### src/rtl/arp_pkg.sv
package arp_pkg;
  typedef enum logic [1:0] {
    FLD_BASE   = 2'd0,
    FLD_SIZE   = 2'd1,
    FLD_TARGET = 2'd2,
    FLD_CTRL   = 2'd3
  } arp_field_e;

  function automatic int arp_width(input int n);
    return (n > 1) ? $clog2(n) : 1;
  endfunction
endpackage

### src/rtl/arp_entry_bank.sv
module arp_entry_bank
  import arp_pkg::*;
#(
  parameter int N_ENTRY = 4,
  parameter int SLICE_W = 24,
  parameter int PORT_W  = 2,
  parameter int IDX_W   = 2
) (
  input  logic                              clk,
  input  logic                              rst_n,
  input  logic                              cfg_we,
  input  logic [IDX_W-1:0]                  cfg_idx,
  input  arp_field_e                        cfg_field,
  input  logic [SLICE_W-1:0]                cfg_wdata,
  output logic [N_ENTRY-1:0][SLICE_W-1:0]   ent_base,
  output logic [N_ENTRY-1:0][SLICE_W-1:0]   ent_size,
  output logic [N_ENTRY-1:0][PORT_W-1:0]    ent_tgt,
  output logic [N_ENTRY-1:0]                ent_on
);
  for (genvar g = 0; g < N_ENTRY; g++) begin : g_ent
    logic               sel;
    logic               open_wr;
    logic               en;
    logic [SLICE_W-1:0] base_q, base_d;
    logic [SLICE_W-1:0] size_q, size_d;
    logic [PORT_W-1:0]  tgt_q, tgt_d;
    logic               on_q, on_d;

    assign sel     = cfg_we && (cfg_idx == IDX_W'(g));
    assign open_wr = sel && !on_q;

    always_comb begin
      base_d = base_q;
      size_d = size_q;
      tgt_d  = tgt_q;
      on_d   = on_q;
      if (sel && cfg_field == FLD_CTRL) on_d = cfg_wdata[0];
      if (open_wr && cfg_field == FLD_BASE)   base_d = cfg_wdata;
      if (open_wr && cfg_field == FLD_SIZE)   size_d = cfg_wdata;
      if (open_wr && cfg_field == FLD_TARGET) tgt_d  = cfg_wdata[PORT_W-1:0];
    end

    assign en = sel;

    always_ff @(posedge clk or negedge rst_n) begin
      if (!rst_n) begin
        base_q <= '0;
        size_q <= '0;
        tgt_q  <= '0;
        on_q   <= 1'b0;
      end else if (en) begin
        base_q <= base_d;
        size_q <= size_d;
        tgt_q  <= tgt_d;
        on_q   <= on_d;
      end
    end

    assign ent_base[g] = base_q;
    assign ent_size[g] = size_q;
    assign ent_tgt[g]  = tgt_q;
    assign ent_on[g]   = on_q;
  end
endmodule

### src/rtl/arp_window_match.sv
module arp_window_match #(
  parameter int N_ENTRY = 4,
  parameter int SLICE_W = 24,
  parameter int PORT_W  = 2
) (
  input  logic [SLICE_W-1:0]                slice,
  input  logic [N_ENTRY-1:0][SLICE_W-1:0]   ent_base,
  input  logic [N_ENTRY-1:0][SLICE_W-1:0]   ent_size,
  input  logic [N_ENTRY-1:0][PORT_W-1:0]    ent_tgt,
  input  logic [N_ENTRY-1:0]                ent_on,
  output logic                              hit,
  output logic [PORT_W-1:0]                 hit_port
);
  logic [N_ENTRY-1:0] hit_vec;

  for (genvar g = 0; g < N_ENTRY; g++) begin : g_cmp
    logic [SLICE_W:0] lim;
    logic             above_base;
    logic             below_lim;
    assign lim        = {1'b0, ent_base[g]} + {1'b0, ent_size[g]};
    assign above_base = slice >= ent_base[g];
    assign below_lim  = {1'b0, slice} < lim;
    assign hit_vec[g] = ent_on[g] && above_base && below_lim;
  end

  always_comb begin
    hit      = 1'b0;
    hit_port = '0;
    for (int i = N_ENTRY - 1; i >= 0; i--) begin
      if (hit_vec[i]) begin
        hit      = 1'b1;
        hit_port = ent_tgt[i];
      end
    end
  end
endmodule

### src/rtl/arp_out_stage.sv
module arp_out_stage #(
  parameter int ADDR_W = 52,
  parameter int N_PORT = 4,
  parameter int PORT_W = 2
) (
  input  logic                clk,
  input  logic                rst_n,
  input  logic                acc,
  input  logic [ADDR_W-1:0]   in_addr,
  input  logic                in_hit,
  input  logic [PORT_W-1:0]   in_port,
  input  logic [N_PORT-1:0]   fwd_ready,
  output logic [N_PORT-1:0]   fwd_valid,
  output logic [ADDR_W-1:0]   fwd_addr,
  output logic                unrouted,
  output logic                can_take
);
  logic              v_q, v_d;
  logic              miss_q, miss_d;
  logic [PORT_W-1:0] port_q, port_d;
  logic [ADDR_W-1:0] addr_q, addr_d;
  logic              sel_ready;
  logic              drain;
  logic              en;

  always_comb begin
    sel_ready = 1'b0;
    for (int p = 0; p < N_PORT; p++) begin
      if (port_q == PORT_W'(p)) sel_ready = fwd_ready[p];
    end
  end

  assign drain    = v_q && (miss_q || sel_ready);
  assign can_take = !v_q || drain;
  assign en       = acc || drain;

  always_comb begin
    v_d    = v_q;
    miss_d = miss_q;
    port_d = port_q;
    addr_d = addr_q;
    if (acc) begin
      v_d    = 1'b1;
      miss_d = !in_hit;
      port_d = in_port;
      addr_d = in_addr;
    end else if (drain) begin
      v_d = 1'b0;
    end
  end

  always_ff @(posedge clk or negedge rst_n) begin
    if (!rst_n) begin
      v_q    <= 1'b0;
      miss_q <= 1'b0;
      port_q <= '0;
      addr_q <= '0;
    end else if (en) begin
      v_q    <= v_d;
      miss_q <= miss_d;
      port_q <= port_d;
      addr_q <= addr_d;
    end
  end

  for (genvar p = 0; p < N_PORT; p++) begin : g_fv
    assign fwd_valid[p] = v_q && !miss_q && (port_q == PORT_W'(p));
  end

  assign fwd_addr = addr_q;
  assign unrouted = v_q && miss_q;
endmodule

### src/rtl/addr_route_dec.sv
module addr_route_dec
  import arp_pkg::*;
#(
  parameter int ADDR_W   = 52,
  parameter int GRAN_LSB = 28,
  parameter int N_ENTRY  = 4,
  parameter int N_PORT   = 4,
  localparam int SLICE_W = ADDR_W - GRAN_LSB,
  localparam int IDX_W   = arp_width(N_ENTRY),
  localparam int PORT_W  = arp_width(N_PORT)
) (
  input  logic                clk,
  input  logic                rst_n,
  input  logic                cfg_we,
  input  logic [IDX_W-1:0]    cfg_idx,
  input  logic [1:0]          cfg_field,
  input  logic [SLICE_W-1:0]  cfg_wdata,
  input  logic                req_valid,
  output logic                req_ready,
  input  logic [ADDR_W-1:0]   req_addr,
  output logic [N_PORT-1:0]   fwd_valid,
  input  logic [N_PORT-1:0]   fwd_ready,
  output logic [ADDR_W-1:0]   fwd_addr,
  output logic                unrouted
);
  logic rst_meta_q, rst_sync_q;

  always_ff @(posedge clk or negedge rst_n) begin
    if (!rst_n) begin
      rst_meta_q <= 1'b0;
      rst_sync_q <= 1'b0;
    end else begin
      rst_meta_q <= 1'b1;
      rst_sync_q <= rst_meta_q;
    end
  end

  logic [N_ENTRY-1:0][SLICE_W-1:0] ent_base;
  logic [N_ENTRY-1:0][SLICE_W-1:0] ent_size;
  logic [N_ENTRY-1:0][PORT_W-1:0]  ent_tgt;
  logic [N_ENTRY-1:0]              ent_on;
  logic                            hit;
  logic [PORT_W-1:0]               hit_port;
  logic                            can_take;
  logic                            acc;

  arp_entry_bank #(
    .N_ENTRY(N_ENTRY), .SLICE_W(SLICE_W), .PORT_W(PORT_W), .IDX_W(IDX_W)
  ) u_bank (
    .clk(clk), .rst_n(rst_sync_q),
    .cfg_we(cfg_we), .cfg_idx(cfg_idx),
    .cfg_field(arp_field_e'(cfg_field)), .cfg_wdata(cfg_wdata),
    .ent_base(ent_base), .ent_size(ent_size), .ent_tgt(ent_tgt), .ent_on(ent_on)
  );

  arp_window_match #(
    .N_ENTRY(N_ENTRY), .SLICE_W(SLICE_W), .PORT_W(PORT_W)
  ) u_match (
    .slice(req_addr[ADDR_W-1:GRAN_LSB]),
    .ent_base(ent_base), .ent_size(ent_size), .ent_tgt(ent_tgt), .ent_on(ent_on),
    .hit(hit), .hit_port(hit_port)
  );

  assign req_ready = can_take && rst_sync_q;
  assign acc       = req_valid && req_ready;

  arp_out_stage #(
    .ADDR_W(ADDR_W), .N_PORT(N_PORT), .PORT_W(PORT_W)
  ) u_out (
    .clk(clk), .rst_n(rst_sync_q),
    .acc(acc), .in_addr(req_addr), .in_hit(hit), .in_port(hit_port),
    .fwd_ready(fwd_ready), .fwd_valid(fwd_valid), .fwd_addr(fwd_addr),
    .unrouted(unrouted), .can_take(can_take)
  );
endmodule

### config.mk
export PLATFORM = sky130hd
export DESIGN_NAME = addr_route_dec
export DESIGN_NICKNAME = d
export VERILOG_FILES = /design/src/rtl/arp_pkg.sv /design/src/rtl/arp_entry_bank.sv /design/src/rtl/arp_window_match.sv /design/src/rtl/arp_out_stage.sv /design/src/rtl/addr_route_dec.sv
export SDC_FILE = /design/constraint.sdc
export NUM_CORES = 1
export LEC_CHECK = 0
export ABC_CLOCK_PERIOD_IN_PS = 8300
export BUFFER_PORTS_ARGS = -buffer_cell sky130_fd_sc_hd__buf_4
export CAP_MARGIN = 30
export CORE_ASPECT_RATIO = 1.4
export CORE_MARGIN = 2
export CORE_UTILIZATION = 23
export CTS_CLUSTER_SIZE = 10
export DETAILED_ROUTE_END_ITERATION = 8
export PLACE_DENSITY_LB_ADDON = 0.15
export RECOVER_POWER = 100
export SYNTH_ARGS = -nofsm -noshare
export SYNTH_HDL_FRONTEND = slang
export SYNTH_SLANG_ARGS = --single-unit
### constraint.sdc
create_clock -name clk -period 8.3 [get_ports clk]
set_input_delay 2.075 -clock clk [delete_from_list [all_inputs] [get_ports clk]]
set_output_delay 2.075 -clock clk [all_outputs]
set_load 0.05 [all_outputs]
==> out/results.tsv, run 1 <==
metric	value	unit
largest_family_of_logic_cells_by_synthesized_area	adder cells	
max_cap_viol_count	13	
worst_setup_path_end_kind	flip-flop	
synth-xor-area-share	3.73	%
reg2reg_slack	2.35	ns
routedLengthMet1	22000	um
die_footprint	83000	um^2
hold_ws	0.347	ns
post_synth_inst_count	1856	
io-pin-count	146	
gp_congestion	0.793	
clkSinkCount	262	
dp.final_hpwl	44500	um
antenna_left	0	
dieHeight	340	um
worstHoldPathType	flip-flop to flip-flop	
synth.area.top_cells	sky130_fd_sc_hd__dfrtp_1, sky130_fd_sc_hd__ha_1, sky130_fd_sc_hd__mux2_2, sky130_fd_sc_hd__nand2_1, sky130_fd_sc_hd__a21oi_1	
finish.net_count	2388	
initial_antenna_violation_count	2	
vias	14100	
postSynthRegisterBits	262	
top_signal_layer_used	met4	
cts_made_buffers	31	
synth.yosys.seq_area_share	35.3	%
clock_latency_on_the_worst_skew_pair	0.60	ns
final_min_period_over_clock_period	71.7	%
number_of_cells_on_the_worst_hold_path	0	
drcViolationCount	0	
rsz_0062_raised_after_global_routing	false	
wl_per_cell	18.4	um
globalRouteOverflowTotal	0	
mappedNetlistNets	2232	
cp_max_fo	4	
report.final.hold_viol_count	0	
cts_post_setup_buffers_inserted	0	
clk_pin_slew_worst_paths	0.06	ns
synth_adder_area_share	19.6	%
slew_violations	544	
io_buffers	145	
arrival	6.48	ns
async_reset_ff_share	100	%
timing.clock.skew	0.00684	ns
yosys.area.top_type_share	35.3	%
timing.rr.end	u_out.port_q[0]$_DFFE_PN0P_	
cts.path.max_buffers	3	
synth.lib_cells_used.distinct	73	
synthToLayoutAreaGrowth	16.1	%
floorplan.initialDensity	23.1	%
first_pass_iters	4	
status	finished, violations left	
netlist_area	18600	um^2
post_route_cells_drive_above_1_share	17.1	%
die_w	244	um
tightest_slew	3.53	ns
synth-compound-area-share	14.2	%
syn_area_per_cell	9.99	um^2
met2_length	31600	um
period_minus_slack	5.95	ns
post_cts_sizing	0	
synth-simple-area-share	11.5	%
fmax	0.168	GHz
drt-initial-drc-count	579	
crit_path_start_kind	flip-flop	
synth_top_cell_by_area	sky130_fd_sc_hd__dfrtp_1	
failed_checks	capacitance limit, slew limit	
final_number_of_setup_violating_endpoints	0	
hold_fix_buffers_cts	0	
r2r_cells	22	
dr_wl_met3	1430	um
cts-htree-levels	1	
first_global_vias	14500	
min_delay_worst_endpoint	rst_sync_q$_DFF_PN0_	
timing.critical_path.required	8.82	ns
path_class	flip-flop to flip-flop	
fp.coreArea	80200	um^2
power	0.00639	W
final.setup.tns	0	ns
cts_tree	done	
startpoint_of_the_lowest_slack_hold_path	rst_meta_q$_DFF_PN0_	
power_leakage	10.1	nW
power_per_cell_area	297	nW/um^2
antennaDiodeCount	0	
max_slew_headroom_at_the_worst_pin	-135	%
yosys_warnings	0	
filler_cell_count	8443	
placement_rows	123	
count_of_flip_flops_with_a_built_in_enable_after_synthesis	0	
ir_worst_vdd	0.000163	V
ctsRootBufferMaster	sky130_fd_sc_hd__clkbuf_16	
routed_via_density	4.57	
wl	56700	um
ys.flop_type	sky130_fd_sc_hd__dfrtp_1	
grt_max_degree	136	
first_pass_grt_wire_length	86800	um
synth.area.mux_share	12.4	%
crit-reg2reg-launch	u_bank.g_ent[3].base_q[0]$_DFFE_PN0P_	
track_usage	13.6	%
cell families after synthesis:
logic type,after synthesis
AND/OR/NAND/NOR,460
multiplexers,204
XOR/XNOR,79
buffers and inverters,157
other,1
flip-flops,262
AO/OA/AOI/OAI,405
adder cells (fa/ha/maj),288
stage by stage:
stage / cells / utilization, % / instance area [um^2] / worst slack, ns
after floorplan: 1856 / - / 18600 / 2.12
after global placement: 3040 / 26.1 / 21000 / 2.68
after detailed placement: 3041 / 26.2 / 21000 / 2.50
after CTS: 3085 / 27.2 / 21800 / 2.47
after global routing: 3085 / 26.9 / 21500 / 1.25
final: 3085 / 26.9 / 21500 / 2.35
metal layers:
metal	up-vias	GRT usage (%)
met5	-	0
met4	0	4.08
met3	62	1.52
met2	153	27.1
met1	6868	14.6
li1	7005	-
critical path, stage by stage, from the launching register on:
cell                        delay (ns)
sky130_fd_sc_hd__dfrtp_1          0.40
sky130_fd_sc_hd__ha_1             0.27
sky130_fd_sc_hd__fa_1             0.44
sky130_fd_sc_hd__a211oi_1         0.26
sky130_fd_sc_hd__o21bai_1         0.16
sky130_fd_sc_hd__o41a_1           0.44
sky130_fd_sc_hd__nor3_1           0.34
sky130_fd_sc_hd__or3_1            0.25
sky130_fd_sc_hd__and3_1           0.19
sky130_fd_sc_hd__o21bai_1         0.08
sky130_fd_sc_hd__a21o_1           0.21
sky130_fd_sc_hd__mux2i_1          0.12
sky130_fd_sc_hd__a2111oi_0        0.42
sky130_fd_sc_hd__ha_1             0.33
sky130_fd_sc_hd__nand3_1          0.12
sky130_fd_sc_hd__or2_2            0.14
sky130_fd_sc_hd__o22ai_1          0.08
sky130_fd_sc_hd__a211oi_1         0.26
sky130_fd_sc_hd__o41ai_1          0.14
sky130_fd_sc_hd__a31oi_1          0.59
sky130_fd_sc_hd__o21ai_0          0.27
sky130_fd_sc_hd__o2bb2ai_1        0.23
sky130_fd_sc_hd__o2bb2ai_1        0.13
Yosys cell counts (5+ instances only):
cell and instances:
sky130_fd_sc_hd__a21o_1 60, sky130_fd_sc_hd__a2111oi_0 6, sky130_fd_sc_hd__nor4_1 6, sky130_fd_sc_hd__or3_1 14, sky130_fd_sc_hd__o41ai_1 5, sky130_fd_sc_hd__nor2b_1 21
sky130_fd_sc_hd__a21oi_1 116, sky130_fd_sc_hd__a211o_1 5, sky130_fd_sc_hd__xor2_1 43, sky130_fd_sc_hd__nand3_1 28, sky130_fd_sc_hd__o21a_1 15, sky130_fd_sc_hd__a211oi_1 26
sky130_fd_sc_hd__nor2_1 69, sky130_fd_sc_hd__ha_1 284, sky130_fd_sc_hd__o21ai_0 58, sky130_fd_sc_hd__o2bb2ai_1 5, sky130_fd_sc_hd__and3_1 11, sky130_fd_sc_hd__dfrtp_1 262
sky130_fd_sc_hd__nand4_1 32, sky130_fd_sc_hd__a21boi_0 5, sky130_fd_sc_hd__xnor2_1 36, sky130_fd_sc_hd__inv_1 120, sky130_fd_sc_hd__o211ai_1 11, sky130_fd_sc_hd__a31oi_1 11
sky130_fd_sc_hd__nand2b_1 22, sky130_fd_sc_hd__nand2_1 214, sky130_fd_sc_hd__clkbuf_1 36, sky130_fd_sc_hd__o31ai_1 9, sky130_fd_sc_hd__o21bai_1 15, sky130_fd_sc_hd__nor3_1 19
sky130_fd_sc_hd__o21ai_1 22, sky130_fd_sc_hd__and2_1 6, sky130_fd_sc_hd__mux2_2 202
worst max-delay path by stage:
stage	to	cells after the start	start	slack, ns
4_1_cts	u_out.port_q[1]$_DFFE_PN0P_	22	u_bank.g_ent[3].base_q[0]$_DFFE_PN0P_	2.47
2_1_floorplan	req_ready	1	rst_sync_q$_DFF_PN0_	2.12
3_3_place_gp	u_out.port_q[1]$_DFFE_PN0P_	22	u_bank.g_ent[3].base_q[0]$_DFFE_PN0P_	2.68
3_5_place_dp	u_out.port_q[1]$_DFFE_PN0P_	22	u_bank.g_ent[3].base_q[0]$_DFFE_PN0P_	2.50
6_report	u_out.port_q[0]$_DFFE_PN0P_	22	u_bank.g_ent[3].base_q[0]$_DFFE_PN0P_	2.35
5_1_grt	u_bank.g_ent[0].base_q[19]$_DFFE_PN0P_	2	rst_sync_q$_DFF_PN0_	1.25
cells in the final DEF, fill, tap and decap left out, types with 4 or more instances in the layout:
| cell type | n |
|---|---|
| sky130_fd_sc_hd__a21oi_1 | 116 |
| sky130_fd_sc_hd__a31o_2 | 4 |
| sky130_fd_sc_hd__a2111oi_0 | 6 |
| sky130_fd_sc_hd__nor2b_1 | 20 |
| sky130_fd_sc_hd__o2bb2ai_1 | 5 |
| sky130_fd_sc_hd__a211oi_1 | 26 |
| sky130_fd_sc_hd__o21ai_1 | 21 |
| sky130_fd_sc_hd__o41ai_1 | 5 |
| sky130_fd_sc_hd__nand4_1 | 32 |
| sky130_fd_sc_hd__o21a_1 | 15 |
| sky130_fd_sc_hd__a31oi_1 | 11 |
| sky130_fd_sc_hd__clkbuf_8 | 4 |
| sky130_fd_sc_hd__nand2b_1 | 22 |
| sky130_fd_sc_hd__nor2_1 | 69 |
| sky130_fd_sc_hd__nand3_1 | 28 |
| sky130_fd_sc_hd__or2_2 | 4 |
| sky130_fd_sc_hd__clkbuf_1 | 81 |
| sky130_fd_sc_hd__o21ai_0 | 59 |
| sky130_fd_sc_hd__nand2_1 | 213 |
| sky130_fd_sc_hd__and2_1 | 5 |
| sky130_fd_sc_hd__a211o_1 | 5 |
| sky130_fd_sc_hd__fa_1 | 4 |
| sky130_fd_sc_hd__dfrtp_1 | 262 |
| sky130_fd_sc_hd__buf_4 | 83 |
| sky130_fd_sc_hd__a21o_1 | 60 |
| sky130_fd_sc_hd__o31ai_1 | 9 |
| sky130_fd_sc_hd__nor3b_1 | 4 |
| sky130_fd_sc_hd__nor3_1 | 19 |
| sky130_fd_sc_hd__o21bai_1 | 15 |
| sky130_fd_sc_hd__inv_1 | 120 |
| sky130_fd_sc_hd__xnor2_1 | 36 |
| sky130_fd_sc_hd__clkbuf_16 | 31 |
| sky130_fd_sc_hd__xor2_1 | 43 |
| sky130_fd_sc_hd__or3_1 | 14 |
| sky130_fd_sc_hd__a21boi_0 | 5 |
| sky130_fd_sc_hd__and3_1 | 11 |
| sky130_fd_sc_hd__o211ai_1 | 11 |
| sky130_fd_sc_hd__ha_1 | 284 |
| sky130_fd_sc_hd__nor4_1 | 6 |
| sky130_fd_sc_hd__mux2_2 | 202 |
power by group:
part	internal, W	switching (W)	leakage (nW)
clock	0.000704	0.000560	0.427
sequential	0.00159	0.000233	3.22
combinational	0.00141	0.00189	6.50
total	0.00370	0.00268	10.1
area by class of cell:
| class | instances | area (um^2) | share of cell area [%] |
|---|---|---|---|
| Multi-Input combinational cell | 1437 | 11400 | 53.0 |
| Timing Repair Buffer | 159 | 913 | 4.24 |
| Inverter | 121 | 454 | 2.11 |
| Tap cell | 1062 | 1330 | 6.17 |
| Clock inverter | 2 | 13.8 | 0.0639 |
| Clock buffer | 42 | 857 | 3.98 |
| Sequential cell | 262 | 6560 | 30.4 |
flip-flops by register name, summed over array words and instances (netlist names):
signal / count
u_bank.g_ent.base_q: 96
u_bank.g_ent.size_q: 96
u_out.fwd_addr: 52
u_bank.g_ent.tgt_q: 8
u_bank.g_ent.on_q: 4
u_out.port_q: 2
rst_meta_q: 1
rst_sync_q: 1
u_out.miss_q: 1
u_out.v_q: 1
Note: power is estimated with default switching activity, not from simulation.
==> inputs of run 2 (changes only) <==
Settings changed: ABC_CLOCK_PERIOD_IN_PS 8300 to 5610.
Clock period 8.3 ns to 5.61 ns, I/O delays scaled along.
==> out/results.tsv, run 2 (synthesis gave the netlist of run 1 again) <==
metric	value	unit
wl_per_cell	18.5	um
power_leakage	10.2	nW
arrival	5.68	ns
slew_violations	458	
timing.critical_path.required	6.14	ns
floorplan.initialDensity	23.1	%
storage_cell_area	6560	um^2
dieHeight	340	um
worstPathCellList	ha_1, fa_1, a211oi_1, o21bai_1, o41a_1, nor3_2, or3_4, and3_1, o21bai_1, a21o_1, mux2i_1, a2111oi_2, ha_1, nand3_1, or2_2, o22ai_1, a211oi_1, o41ai_1, a31oi_1, buf_4, o21ai_1, o2bb2ai_1, o2bb2ai_1	
layoutNonFillerInstCount	3090	
worstHoldPathType	flip-flop to flip-flop	
period_minus_slack	5.15	ns
io-pin-count	146	
power_per_cell_area	439	nW/um^2
number_of_placed_instances_with_taps_included	3045	
ctsRootBufferMaster	sky130_fd_sc_hd__clkbuf_16	
die_footprint	83000	um^2
reg2reg_slack	0.46	ns
post_route_cells_drive_above_1_share	17.6	%
routed_via_density	4.61	
post_cts_sizing	0	
rsz_0062_raised_after_global_routing	false	
max_cap_viol_count	10	
report.final.hold_viol_count	0	
cp_max_fo	4	
final_common_cell	sky130_fd_sc_hd__ha_1	
final.setup.tns	0	ns
final_min_period_over_clock_period	91.8	%
io_buffers	145	
antenna_left	0	
cts_tree	done	
tightest_slew	2.13	ns
finish.net_count	2393	
max_stage_delay_on_crit_path	0.44	ns
cts_post_setup_buffers_inserted	0	
vias	14200	
wl	57200	um
status	finished, violations left	
first_pass_grt_wire_length	87600	um
initial_antenna_violation_count	2	
hold_ws	0.348	ns
hold_fix_buffers_cts	0	
cts.path.max_buffers	3	
max_slew_headroom_at_the_worst_pin	-42.0	%
globalRouteOverflowTotal	0	
gp_congestion	0.799	
first_pass_iters	6	
worst_setup_path_end_kind	flip-flop	
synthToLayoutAreaGrowth	16.5	%
critPathSlowestCell	sky130_fd_sc_hd__fa_1	
critical_path_buf_inv_count	1	
ir_worst_vdd	0.000300	V
cts_made_buffers	31	
design_area	21600	um^2
failed_checks	capacitance limit, slew limit	
path_class	flip-flop to flip-flop	
first_global_vias	14500	
multi_input_area	11400	um^2
clk_pin_slew_worst_paths	0.06	ns
path_delay_family	compound AO/OA/AOI/OAI gates	
crit_path_start_kind	flip-flop	
die_w	244	um
clkSinkCount	262	
postLayoutCoreUtil	27.0	%
fmax	0.194	GHz
dp.final_hpwl	45300	um
cts-htree-levels	1	
filler_cell_count	8432	
placed_area	21100	um^2
final_number_of_setup_violating_endpoints	0	
grt_max_degree	142	
timing.clock.skew	0.0129	ns
clock_latency_on_the_worst_skew_pair	0.60	ns
drcViolationCount	0	
track_usage	13.7	%
placement_rows	123	
layout.cells.most_common_list	sky130_fd_sc_hd__ha_1, sky130_fd_sc_hd__dfrtp_1, sky130_fd_sc_hd__nand2_1, sky130_fd_sc_hd__mux2_2, sky130_fd_sc_hd__inv_1	
drt-initial-drc-count	697	
antennaDiodeCount	0	
fp.coreArea	80200	um^2
==> run 2: cell types whose count changed in the layout (fill, tap and decap cells not counted), sizes merged <==
cell | before | now
buf | 83 | 91
clkbuf | 118 | 115
==> run 2: worst paths after layout <==
path | cells past startpoint | startpoint | to
setup reg to reg | 23 | u_bank.g_ent[3].base_q[0]$_DFFE_PN0P_ | u_out.port_q[0]$_DFFE_PN0P_
min in group asynchronous | 1 | rst_n | rst_sync_q$_DFF_PN0_
setup / recovery | 23 | u_bank.g_ent[3].base_q[0]$_DFFE_PN0P_ | u_out.port_q[0]$_DFFE_PN0P_
max in group asynchronous | 1 | rst_sync_q$_DFF_PN0_ | u_bank.g_ent[1].base_q[13]$_DFFE_PN0P_
hold / removal | 0 | rst_meta_q$_DFF_PN0_ | rst_sync_q$_DFF_PN0_
hold reg to reg | 0 | rst_meta_q$_DFF_PN0_ | rst_sync_q$_DFF_PN0_
==> run 2: area by class of cell <==
class	count	area share (%)
Sequential cell	262	30.3
Timing Repair Buffer	164	4.51
Inverter	121	2.10
Clock inverter	2	0.0637
Clock buffer	42	4.01
Multi-Input combinational cell	1437	52.8
Tap cell	1062	6.15
==> run 2: stage by stage <==
step | worst slack, ns | total power (W)
finish | 0.460 | 0.00950
global route | 0.0211 | 0.0104
CTS | 0.239 | 0.00975
detailed placement | 0.264 | 0.00776
global placement | 0.358 | 0.00766
floorplan | 0.106 | 0.00639
==> run 2: worst reg2reg max path, cell delays in order, from the launching register on <==
cell	delay (ns)
sky130_fd_sc_hd__dfrtp_1	0.39
sky130_fd_sc_hd__ha_1	0.26
sky130_fd_sc_hd__fa_1	0.44
sky130_fd_sc_hd__a211oi_1	0.23
sky130_fd_sc_hd__o21bai_1	0.15
sky130_fd_sc_hd__o41a_1	0.45
sky130_fd_sc_hd__nor3_2	0.27
sky130_fd_sc_hd__or3_4	0.20
sky130_fd_sc_hd__and3_1	0.16
sky130_fd_sc_hd__o21bai_1	0.07
sky130_fd_sc_hd__a21o_1	0.21
sky130_fd_sc_hd__mux2i_1	0.13
sky130_fd_sc_hd__a2111oi_2	0.35
sky130_fd_sc_hd__ha_1	0.31
sky130_fd_sc_hd__nand3_1	0.11
sky130_fd_sc_hd__or2_2	0.13
sky130_fd_sc_hd__o22ai_1	0.07
sky130_fd_sc_hd__a211oi_1	0.26
sky130_fd_sc_hd__o41ai_1	0.13
sky130_fd_sc_hd__a31oi_1	0.18
sky130_fd_sc_hd__buf_4	0.17
sky130_fd_sc_hd__o21ai_1	0.10
sky130_fd_sc_hd__o2bb2ai_1	0.17
sky130_fd_sc_hd__o2bb2ai_1	0.12
==> run 2: power breakdown <==
part	switching (W)	total, W	leakage, nW	internal [W]
Combinational	0.00281	0.00492	6.54	0.00211
Sequential	0.000348	0.00269	3.22	0.00235
Clock	0.000827	0.00188	0.433	0.00105
Total	0.00399	0.00950	10.2	0.00551
==> run 2: per-layer routing <==
layer	wire, um	vias to the layer above	global-route usage (%)
met5	0	-	0
met3	1500	61	1.46
met1	21800	6976	14.8
li1	-	7019	-
met2	32300	174	27.4
met4	1530	0	4.08
==> inputs of run 3 (changes only) <==
Settings changed: SYNTH_HIERARCHICAL set to 1.
==> out/results.tsv, run 3 <==
metric	value	unit
critPathSlowestCell	sky130_fd_sc_hd__a2111o_1	
tightest_slew	2.93	ns
drt-initial-drc-count	587	
ctsRootBufferMaster	sky130_fd_sc_hd__clkbuf_16	
drcViolationCount	0	
period_minus_slack	5.38	ns
cts.path.max_buffers	3	
die_w	245	um
gp_congestion	0.800	
grt_max_degree	64	
power_leakage	10.2	nW
max_slew_headroom_at_the_worst_pin	-95.4	%
path_class	flip-flop to flip-flop	
ir_worst_vdd	0.000193	V
synth.area.top_cells	sky130_fd_sc_hd__dfrtp_1, sky130_fd_sc_hd__ha_1, sky130_fd_sc_hd__mux2_2, sky130_fd_sc_hd__a21oi_1, sky130_fd_sc_hd__inv_1	
first_global_vias	14800	
netlist_area	18800	um^2
clk_pin_slew_worst_paths	0.05	ns
final_number_of_setup_violating_endpoints	0	
slew_violations	312	
worstHoldPathType	flip-flop to flip-flop	
synth_top_cell_by_area	sky130_fd_sc_hd__dfrtp_1	
wl	59800	um
synth.yosys.seq_area_share	34.9	%
max_cap_viol_count	9	
max_stage_delay_on_crit_path	0.54	ns
fp.coreArea	80600	um^2
synthToLayoutAreaGrowth	17.1	%
failed_checks	capacitance limit, slew limit	
finish.net_count	2289	
post_synth_inst_count	1738	
path_length_in_cells_of_the_critical_path	22	
wl_per_cell	20.0	um
yosys.area.top_type_share	34.9	%
report.final.hold_viol_count	0	
io_buffers	145	
dieHeight	342	um
first_pass_iters	5	
timing.clock.skew	0.0313	ns
async_reset_ff_share	100	%
track_usage	14.4	%
cp_max_fo	3	
first_pass_grt_wire_length	91100	um
antenna_left	0	
arrival	5.88	ns
vias	14000	
layout.cells.most_common_list	sky130_fd_sc_hd__ha_1, sky130_fd_sc_hd__dfrtp_1, sky130_fd_sc_hd__mux2_2, sky130_fd_sc_hd__inv_1, sky130_fd_sc_hd__a21oi_1	
final_common_cell	sky130_fd_sc_hd__ha_1	
power_per_cell_area	449	nW/um^2
postSynthRegisterBits	262	
r2r_cells	22	
power	0.00986	W
number_of_cells_on_the_worst_hold_path	0	
cts_tree	done	
io-pin-count	146	
synth.top_cells.by_count	sky130_fd_sc_hd__ha_1, sky130_fd_sc_hd__dfrtp_1, sky130_fd_sc_hd__mux2_2	
yosys_warnings	6	
syn_area_per_cell	10.8	um^2
die_footprint	83900	um^2
clkSinkCount	262	
routed_via_density	4.68	
cts-htree-levels	2	
hold_fix_buffers_cts	0	
mappedNetlistNets	2114	
crit_path_start_kind	flip-flop	
worstPathCellList	ha_1, fa_2, a211o_1, a21bo_1, a211oi_2, nor3_2, o21a_1, o41ai_4, o31ai_1, a21oi_1, xor2_1, ha_1, a21o_1, a211oi_2, o21ai_2, a2111oi_2, a211oi_1, a2111o_1, a21oi_2, a22o_1, o221a_1, mux2_2	
floorplan.initialDensity	23.3	%
post_route_cells_drive_above_1_share	21.3	%
synth_most_common_cell	sky130_fd_sc_hd__ha_1	
synth.lib_cells_used.distinct	82	
filler_cell_count	8618	
final_min_period_over_clock_period	95.9	%
placement_rows	123	
initial_antenna_violation_count	5	
status	finished, violations left	
count_of_flip_flops_with_a_built_in_enable_after_synthesis	0	
cts_made_buffers	35	
critical_path_buf_inv_count	0	
path_delay_family	compound AO/OA/AOI/OAI gates	
dp.final_hpwl	47000	um
clock_latency_on_the_worst_skew_pair	0.56	ns
worst_setup_path_end_kind	flip-flop	
fmax	0.186	GHz
globalRouteOverflowTotal	0	
final.setup.tns	0	ns
ys.flop_type	sky130_fd_sc_hd__dfrtp_1	
timing.critical_path.required	6.11	ns
## run 3: area by class of cell
class / count / area [um^2] / share of cell area (%)
antenna: 1 / 2.50 / 0.0114
clock buffer: 54 / 1020 / 4.64
clock inverter: 5 / 68.8 / 0.313
inverter: 127 / 492 / 2.24
multi-input combinational: 1319 / 11500 / 52.4
sequential: 262 / 6560 / 29.9
tap: 1062 / 1330 / 6.05
timing repair buffer: 168 / 987 / 4.49
## run 3: repair_timing
item / in CTS / in global routing
endpoints found under the hold margin: 0 / 0
endpoints found under the setup margin: 2 / 3
buffers inserted: 0 / 2
gates resized for setup: 1 / 13
cloned: 0 / 0
pin swaps: 0 / 5
## run 3: cells by family (layout without fill, tap and decap cells)
family	after synthesis	count (layout)	share of synthesized area, %
AOI/OAI and AO/OA	399	399	14.2
DFF	262	262	34.9
muxes	259	259	16.0
buffers and inverters	157	354	3.59
xor gates and xnor gates	80	80	3.73
other	1	2	0.0200
adders and majority gates	288	288	19.4
and+or+nand+nor	292	292	8.18
## run 3: final timing paths
kind                                                  startpoint                                      to  slack [ns]
min in group asynchronous                                  rst_n                    rst_meta_q$_DFF_PN0_        0.61
min                                         rst_meta_q$_DFF_PN0_                    rst_sync_q$_DFF_PN0_        0.35
max reg2reg                u_bank/g_ent[3].base_q[0]$_DFFE_PN0P_             u_out/port_q[0]$_DFFE_PN0P_        0.23
max in group asynchronous                   rst_sync_q$_DFF_PN0_  u_bank/g_ent[0].base_q[11]$_DFFE_PN0P_        1.10
max                        u_bank/g_ent[3].base_q[0]$_DFFE_PN0P_             u_out/port_q[0]$_DFFE_PN0P_        0.23
min reg2reg                                 rst_meta_q$_DFF_PN0_                    rst_sync_q$_DFF_PN0_        0.35
## run 3: through the flow
step | instances | setup slack, ns | utilization (%) | hold slack, ns | instance area [um^2]
detailed placement | 2936 | -0.0338 | 26.3 | 0.338 | 21200
floorplan | 1738 | 0.122 | - | 0.331 | 18800
global route | 2997 | -0.00637 | 27.2 | 0.352 | 22000
global placement | 2935 | 0.0181 | 26.2 | 0.336 | 21200
CTS | 2995 | 0.0432 | 27.6 | 0.351 | 22300
finish | 2998 | 0.229 | 27.2 | 0.347 | 22000
## run 3: power by group
| group | internal (W) | switching [W] | total (W) |
|---|---|---|---|
| Sequential | 0.00233 | 0.000330 | 0.00266 |
| Clock | 0.00129 | 0.000889 | 0.00218 |
| Combinational | 0.00219 | 0.00283 | 0.00502 |
## run 3: layer usage
layer	vias up	wire, um	share of wire (%)	GRT usage [%]
met4	4	2450	4.1	6.06
li1	6793	-	-	-
met3	104	1820	3.0	2.08
met1	6860	23500	39	15.8
met5	-	23	0.038	0
met2	265	32000	54	27.4
